===== src/rtl/sbp_pkg.sv =====
package sbp_pkg;

   typedef enum logic {
      TRIG_ON_MISS = 1'b0,
      TRIG_MARKED  = 1'b1
   } trig_mode_e;

   // Threshold helpers for the usefulness ratio, in units of quarters.
   function automatic logic ratio_high(input int unsigned useful, input int unsigned period);
      return (useful * 4) > (period * 3);
   endfunction

   function automatic logic ratio_low(input int unsigned useful, input int unsigned period);
      return (useful * 4) < period;
   endfunction

endpackage


===== src/rtl/sbp_trigger.sv =====
module sbp_trigger
   import sbp_pkg::*;
#(
   parameter int ADDR_W = 32
) (
   input  logic              clk,
   input  logic              rst_n,
   input  logic              mode,
   input  logic              acc_valid,
   input  logic [ADDR_W-1:0] acc_addr,
   input  logic              acc_miss,
   input  logic              acc_tag,
   output logic              trig,
   output logic              useful_hit,
   output logic              tag_clr_valid,
   output logic [ADDR_W-1:0] tag_clr_addr
);

   trig_mode_e mode_q;
   logic       marked_hit;

   assign mode_q     = trig_mode_e'(mode);
   assign marked_hit = acc_valid && !acc_miss && acc_tag;
   assign useful_hit = marked_hit;

   always_comb begin
      unique case (mode_q)
         TRIG_ON_MISS: trig = acc_valid && acc_miss;
         TRIG_MARKED:  trig = (acc_valid && acc_miss) || marked_hit;
         default:      trig = 1'b0;
      endcase
   end

   always_ff @(posedge clk) begin
      if (!rst_n) begin
         tag_clr_valid <= 1'b0;
         tag_clr_addr  <= '0;
      end else begin
         tag_clr_valid <= marked_hit;
         if (marked_hit) begin
            tag_clr_addr <= acc_addr;
         end
      end
   end

endmodule


===== src/rtl/sbp_req_queue.sv =====
module sbp_req_queue #(
   parameter int ADDR_W = 32,
   parameter int KMAX   = 8,
   localparam int KW    = $clog2(KMAX + 1)
) (
   input  logic              clk,
   input  logic              rst_n,
   input  logic              trig,
   input  logic [ADDR_W-1:0] trig_addr,
   input  logic [KW-1:0]     depth,
   input  logic              pf_ready,
   output logic              pf_valid,
   output logic [ADDR_W-1:0] pf_addr,
   output logic              fire
);

   logic [ADDR_W-1:0] base_q;
   logic [KW-1:0]     off_q;
   logic [KW-1:0]     left_q;

   assign pf_valid = (left_q != '0);
   assign fire     = pf_valid && pf_ready;
   assign pf_addr  = base_q + ADDR_W'(off_q);

   always_ff @(posedge clk) begin
      if (!rst_n) begin
         base_q <= '0;
         off_q  <= KW'(1);
         left_q <= '0;
      end else if (trig) begin
         base_q <= trig_addr;
         off_q  <= KW'(1);
         left_q <= depth;
      end else if (fire) begin
         off_q  <= off_q + KW'(1);
         left_q <= left_q - KW'(1);
      end
   end

endmodule


===== src/rtl/sbp_depth_ctl.sv =====
module sbp_depth_ctl
   import sbp_pkg::*;
#(
   parameter int KMAX        = 8,
   parameter int K_INIT      = 1,
   parameter int EVAL_PERIOD = 256,
   parameter bit ADAPT_EN    = 1'b1,
   localparam int KW         = $clog2(KMAX + 1),
   localparam int CW         = $clog2(EVAL_PERIOD + 1)
) (
   input  logic          clk,
   input  logic          rst_n,
   input  logic          fire,
   input  logic          useful_hit,
   output logic [KW-1:0] depth
);

   generate
      if (ADAPT_EN) begin : g_adapt
         logic [CW-1:0] issued_q;
         logic [CW-1:0] useful_q;
         logic [CW-1:0] useful_nx;
         logic          win_end;
         logic          go_up;
         logic          go_down;
         logic [KW-1:0] depth_q;

         assign useful_nx = (useful_hit && (useful_q != CW'(EVAL_PERIOD)))
                            ? useful_q + CW'(1) : useful_q;
         assign win_end   = fire && (issued_q == CW'(EVAL_PERIOD - 1));
         assign go_up     = ratio_high(int'(useful_nx), EVAL_PERIOD);
         assign go_down   = ratio_low(int'(useful_nx), EVAL_PERIOD);
         assign depth     = depth_q;

         always_ff @(posedge clk) begin
            if (!rst_n) begin
               issued_q <= '0;
               useful_q <= '0;
               depth_q  <= KW'(K_INIT);
            end else if (win_end) begin
               issued_q <= '0;
               useful_q <= '0;
               if (go_up && (depth_q != KW'(KMAX))) begin
                  depth_q <= depth_q + KW'(1);
               end else if (go_down && (depth_q != KW'(1))) begin
                  depth_q <= depth_q - KW'(1);
               end
            end else begin
               useful_q <= useful_nx;
               if (fire) begin
                  issued_q <= issued_q + CW'(1);
               end
            end
         end
      end else begin : g_fixed
         logic unused_in;
         assign unused_in = fire ^ useful_hit;
         assign depth     = KW'(K_INIT);
      end
   endgenerate

endmodule


===== src/rtl/seq_block_prefetcher.sv =====
module seq_block_prefetcher #(
   parameter int ADDR_W      = 32,
   parameter int KMAX        = 8,
   parameter int K_INIT      = 1,
   parameter int EVAL_PERIOD = 256,
   parameter bit ADAPT_EN    = 1'b1,
   localparam int KW         = $clog2(KMAX + 1)
) (
   input  logic              clk,
   input  logic              rst_n,
   input  logic              mode,
   input  logic              acc_valid,
   input  logic [ADDR_W-1:0] acc_addr,
   input  logic              acc_miss,
   input  logic              acc_tag,
   output logic              pf_valid,
   output logic [ADDR_W-1:0] pf_addr,
   input  logic              pf_ready,
   output logic              tag_clr_valid,
   output logic [ADDR_W-1:0] tag_clr_addr,
   output logic [KW-1:0]     pf_depth
);

   generate
      if (ADDR_W < 2) begin : g_bad_addr_w
         $error("ADDR_W must be at least 2");
      end
      if (KMAX < 1) begin : g_bad_kmax
         $error("KMAX must be at least 1");
      end
      if ((K_INIT < 1) || (K_INIT > KMAX)) begin : g_bad_kinit
         $error("K_INIT must lie in 1..KMAX");
      end
      if (EVAL_PERIOD < 4) begin : g_bad_period
         $error("EVAL_PERIOD must be at least 4");
      end
   endgenerate

   logic trig;
   logic useful_hit;
   logic fire;

   sbp_trigger #(
      .ADDR_W (ADDR_W)
   ) u_trigger (
      .clk           (clk),
      .rst_n         (rst_n),
      .mode          (mode),
      .acc_valid     (acc_valid),
      .acc_addr      (acc_addr),
      .acc_miss      (acc_miss),
      .acc_tag       (acc_tag),
      .trig          (trig),
      .useful_hit    (useful_hit),
      .tag_clr_valid (tag_clr_valid),
      .tag_clr_addr  (tag_clr_addr)
   );

   sbp_req_queue #(
      .ADDR_W (ADDR_W),
      .KMAX   (KMAX)
   ) u_queue (
      .clk       (clk),
      .rst_n     (rst_n),
      .trig      (trig),
      .trig_addr (acc_addr),
      .depth     (pf_depth),
      .pf_ready  (pf_ready),
      .pf_valid  (pf_valid),
      .pf_addr   (pf_addr),
      .fire      (fire)
   );

   sbp_depth_ctl #(
      .KMAX        (KMAX),
      .K_INIT      (K_INIT),
      .EVAL_PERIOD (EVAL_PERIOD),
      .ADAPT_EN    (ADAPT_EN)
   ) u_depth (
      .clk        (clk),
      .rst_n      (rst_n),
      .fire       (fire),
      .useful_hit (useful_hit),
      .depth      (pf_depth)
   );

endmodule


===== config.mk =====
export PLATFORM = sky130hd
export DESIGN_NAME = seq_block_prefetcher
export DESIGN_NICKNAME = d
export VERILOG_FILES = /design/src/rtl/sbp_pkg.sv /design/src/rtl/sbp_trigger.sv /design/src/rtl/sbp_req_queue.sv /design/src/rtl/sbp_depth_ctl.sv /design/src/rtl/seq_block_prefetcher.sv
export SDC_FILE = /design/constraint.sdc
export NUM_CORES = 1
export LEC_CHECK = 0
export ABC_AREA = 1
export BUFFER_PORTS_ARGS = -buffer_cell sky130_fd_sc_hd__buf_4
export CAP_MARGIN = 10
export CORE_UTILIZATION = 35
export CTS_BUF_LIST = sky130_fd_sc_hd__clkbuf_4
export DETAILED_ROUTE_END_ITERATION = 10
export PLACE_DENSITY = 0.52
export SYNTH_ARGS = -nofsm -noshare
export SYNTH_HDL_FRONTEND = slang
export SYNTH_SLANG_ARGS = --single-unit

===== constraint.sdc =====
create_clock -name clk -period 4.1 [get_ports clk]
set_input_delay 0.615 -clock clk [delete_from_list [all_inputs] [get_ports clk]]
set_output_delay 0.615 -clock clk [all_outputs]
set_load 0.005 [all_outputs]

Word level (Yosys, flattened, before mapping)
Cells that the tools add are included.

Register bits: 95. Latch bits: 0. Bits in writable memories: 0. Bits in read-only memories: 0. Output and inout port bits: 70. Word-level logic and storage cells: 45. Memories kept: 0.

Add/subtract/negate cells: 7. $mul: 0. Div/mod/pow operators: 0. $lt $le $gt $ge: 2. Equality and inequality tests: 4. Shifts and indexed selects: 0. Multiplexer cells: 6. Bitwise operators: 2. Reductions and logical operators: 16.

Operators with widths (count): $add A32 B4 Y32 (1); $add A9 B1 Y9 const B (2); $mux W4 (4); $gt A11 B10 Y1 const B (1); $lt A11 B9 Y1 const B (1); $eq A9 B8 Y1 const B (1); $mux W9 (1); $ne A9 B9 Y1 const B (1); $add A4 B1 Y4 const B (2); $logic_and A1 B1 Y1 (8); $sub A4 B1 Y4 const B (2); $ne A4 B1 Y1 const B (1); $ne A4 B4 Y1 const B (1); $reduce_bool A2 Y1 (2); $reduce_bool A4 Y1 (1); $reduce_or A2 Y1 (2); $not A1 Y1 (2); $pmux W1 S2 (1); $reduce_and A2 Y1 (1); $logic_not A1 Y1 (1); $logic_or A1 B1 Y1 (1).

Longest topological paths before layout
Depth after elaboration: 9. Depth in mapped cells: 19.

Cells and area by module
A second synthesis with hierarchy kept.

Cell total of the unflattened synthesis: 849. Area total of the unflattened synthesis: 5445.2 um2.

Modules (own cells, without submodules): sbp_req_queue (times used 1, cells an instance 424, area each 2646.3 um2); sbp_depth_ctl (times used 1, cells an instance 214, area each 1430.1 um2); sbp_trigger (times used 1, cells an instance 211, area each 1368.8 um2).

Least setup slack after synthesis
No wires, ideal clock.

Kind: flip-flop to output port. Start point: register u_queue.off_q[0]. End point: output port pf_addr[30]. Arrival: 2.088 ns. Data required time: 3.485 ns. Slack: 1.397 ns. Stages on the path, launching flop included: 12. Path through: dfxtp_1 > ha_1 > inv_1 > fa_1 > nor2_1 > a211oi_1 > nor2_1 > nand2_1 > nor2_2 > nand3_1 > nor3_1 > xor2_1.

Word-level cells in the longest chain between the ends: 1.

Ends and longest elaborated chain: from (decl) (line sbp_req_queue.sv:18) `logic [KW-1:0] off_q;`; from (signal assigned) (line sbp_req_queue.sv:35) `off_q <= off_q + KW'(1);`; $add A32 B4 Y32 (line sbp_req_queue.sv:23) `assign pf_addr = base_q + ADDR_W'(off_q);`; to (decl) (line seq_block_prefetcher.sv:17) `output logic [ADDR_W-1:0] pf_addr,`.

Every way passes these cells.

Worst setup path after layout
Start point: register u_queue.off_q[0]. End point: output port pf_addr[26].

Same word-level chain as after synthesis.

==> impl_metrics.py <==
metrics = {
    "hold_path": {
        "hold_path_class": "in -> reg",
    },
    "yosys": {
        "ys_ff_latch": 95,
        "ys_seq_area_frac": 0.4006,
        "synth.cell_area_sq_um": 4747,
        "syn_area_per_cell_sq_um": 7.203,
        "synth_nets": 712,
        "synthTopCellsByArea": "dfxtp_1, nor2_1, nand2_1",
        "synth_top_area_frac": 0.4006,
        "synth_top_cell_by_area": "dfxtp_1",
        "ys_warn_count": 0,
        "synth_cell_types": 38,
        "synth_cells": 659,
    },
    "global_route": {
        "grt-ovfl-total": 0,
        "grt_pass1_vias": 4300,
        "grt_pass1_wl_mm": 20.37,
        "antenna_found_initial": 0,
        "grt_max_degree": 68,
        "grt_use_total": 0.1802,
    },
    "sta": {
        "setup_viol_count_final": 0,
        "finalCritPeriodShare": 0.8831,
        "fmax_ghz": 0.2762,
        "tns_ns": 0,
        "maxSlewHeadroom": 0.4624,
        "fin_skew_ns": 0.01897,
        "finalHoldViolations": 0,
        "grt_setup_unrepaired": "no",
        "hold_slack_ns": 0.3844,
        "worst_slew_pin_slew_ns": 0.8045,
        "post-route-min-period_ns": 3.621,
        "slew_violations": 0,
    },
    "clocking": {
        "cts_buffer_depth": 2,
        "cts_tree": "yes",
        "cts_made_buffers": 9,
        "numClockSinks": 95,
        "post_cts_resize_count": 0,
        "hold_buffers": 0,
        "htreeDepth": 3,
        "cts_setup_buffers": 0,
        "clk_latency_ns": 0.46,
        "clk_pin_slew_ns": 0.14,
        "cts_root_buffer": "clkbuf_4",
    },
    "setup_path": {
        "crit_chain": "ha_1 > inv_1 > fa_1 > nor2_1 > a211oi_1 > nor2_1 > nand2_1 > nor2_2 > nand2_1 > nor2_1 > nand3_1 > xor2_1 > buf_4",
        "max_stage_delay_ns": 0.42,
        "critPathLaunchType": "flip-flop",
        "crit_type": "reg -> out",
        "critical-path-top-delay-family": "simple AND/OR/NAND/NOR gates",
        "critPathArrivalTime_ns": 3.01,
        "crit_path_end_kind": "output port",
        "cp_common_cell": "nor2_1",
        "worst-path-buf-inv": 2,
        "cp.required_ns": 3.48,
        "cp_slowest_cell": "dfxtp_1",
        "cp_max_fo": 5,
    },
    "placement": {
        "port_buffers": 108,
        "dp_cells": 922,
        "post_dp_cell_area_sq_um": 5694,
        "gp_congestion": 0.8224,
        "dp_hpwl_mm": 8.922,
    },
    "routing": {
        "drt-total-wl_mm": 12.10,
        "drt_iter0_drc": 198,
        "drt_first_pass_iters": 5,
        "drc": 0,
        "drt-wirelength-per-cell_um": 12.90,
        "ant_nets": 0,
        "vias": 4454,
        "routed_via_density": 4.748,
    },
    "final_layout": {
        "seq_area_sq_um": 1902,
        "mostFrequentLayoutCell": "nor2_1",
        "fin_area_sq_um": 5807,
        "final_cell_mix": "nor2_1, buf_4, nand2_1",
        "multi_input_area_sq_um": 2449,
        "fillCellCount": 1420,
        "antennaDiodeCount": 0,
        "final_core_util": 0.4385,
        "area_growth_pct": 22.32,
        "stdcell_count": 938,
        "nNetsFinal": 810,
        "final_layout_size_suffix_gt1_frac": 0.2034,
    },
    "power_and_ir_drop": {
        "power_frac_clock": 0.255,
        "p_leak_uw": 0.002630,
        "swShare": 0.2910,
        "vdd_ir_drop_max_mv": 0.1511,
        "seq_power_share": 0.575,
        "p_comb_frac": 0.169,
        "p_sw_uw": 516.8,
        "power.internal_uw": 1259,
        "cellPowerDensity_nw_per_um2": 305.8,
    },
    "die": {
        "design.core.area_sq_um": 13240,
        "die_y_um": 118.5,
        "initial_core_util": 0.3585,
        "fp-row-count": 42,
        "pin_count": 109,
        "die_width_um": 118.5,
        "die-area_sq_um": 14030,
    },
    "job": {
        "maxCapViolations": 0,
    },
    "outcome": {
        "status": "complete, no violations",
    },
}
synth_stat cells:
cell,n
nor3_1,7
o221ai_1,1
buf_6,1
nand2_1,96
nor2_4,4
dfxtp_1,95
nand2_2,3
o21ai_0,70
nand3b_1,2
a21oi_1,44
nor2_1,111
buf_2,1
nand2_4,3
inv_1,71
nand2_8,1
clkbuf_1,20
inv_2,4
and3_1,1
a211oi_1,7
or2_1,2
inv_6,1
a31oi_1,2
or2_2,5
a21oi_2,1
o211ai_1,1
buf_4,1
xnor2_1,11
fa_1,1
clkinv_1,2
nand3_1,27
nor2_2,7
nor4_1,2
xor2_1,24
o22ai_1,1
o21ai_2,2
ha_1,13
o21a_1,1
nand4_1,13
power by group through the flow:
stage / registers, uW / clock network (uW) / logic, uW
2_1_floorplan: 1030 / 0 / 160
3_3_place_gp: 1040 / 0 / 302
3_5_place_dp: 1040 / 0 / 305
4_1_cts: 1020 / 481 / 307
5_1_grt: 1030 / 525 / 339
6_report: 1020 / 454 / 300
final cells by class:
| type | count | share of cell area |
|---|---|---|
| Multi-Input combinational cell | 463 | 0.4217 |
| Clock inverter | 4 | 0.003878 |
| Clock buffer | 12 | 0.01551 |
| Timing Repair Buffer | 110 | 0.1422 |
| Sequential cell | 95 | 0.3275 |
| Tap cell | 176 | 0.03792 |
| Inverter | 78 | 0.05128 |
metrics by stage:
step                total power [uW]  setup WS (ns)
floorplan                       1190          1.397
global placement                1342         0.9786
detailed placement              1346         0.9262
CTS                             1810         0.3763
global route                    1894         0.1382
finish                          1776         0.4795
path summary, 6_finish.rpt:
| kind | start | endpoint | slack, ns | cells after the start |
|---|---|---|---|---|
| max reg2reg | u_depth.g_adapt.issued_q[0] | u_depth.g_adapt.issued_q[4] | 1.60 | 12 |
| min reg2reg | u_depth.g_adapt.issued_q[8] | u_depth.g_adapt.issued_q[8] | 0.48 | 2 |
| max | u_queue.off_q[0] | pf_addr[26] | 0.48 | 13 |
| min | acc_addr[15] | u_queue.base_q[15] | 0.38 | 3 |
sequential cells by signal, indices dropped and copies added (netlist names):
name,count
u_depth.depth,4
u_depth.g_adapt.issued_q,9
u_depth.g_adapt.useful_q,9
u_queue.base_q,32
u_queue.left_q,4
u_queue.off_q,4
u_trigger.tag_clr_addr,32
u_trigger.tag_clr_valid,1
per-layer routing:
layer / GRT usage / wire [um]
met1: 0.2293 / 5639
met3: 0.04826 / 715
met4: 0.07911 / 250
met2: 0.2857 / 5492
met5: 0 / 0
cell families after synthesis:
| family | Yosys count | synth area share |
|---|---|---|
| flip-flops | 95 | 0.4006 |
| buffers and inverters | 101 | 0.08355 |
| adder cells (fa/ha/maj) | 14 | 0.03848 |
| AO/OA/AOI/OAI | 130 | 0.1458 |
| XOR/XNOR | 35 | 0.06457 |
| AND/OR/NAND/NOR | 284 | 0.2670 |
worst register-to-register path: cells and delay by family, from the launching register on:
kind | cells | cell delay [ns]
AOI/OAI and AO/OA | 2 | 0.17
adders and majority gates | 2 | 0.33
buffers and inverters | 4 | 0.32
DFF | 1 | 0.40
and+or+nand+nor | 4 | 1.19
Power figures use the tool's default switching activity.
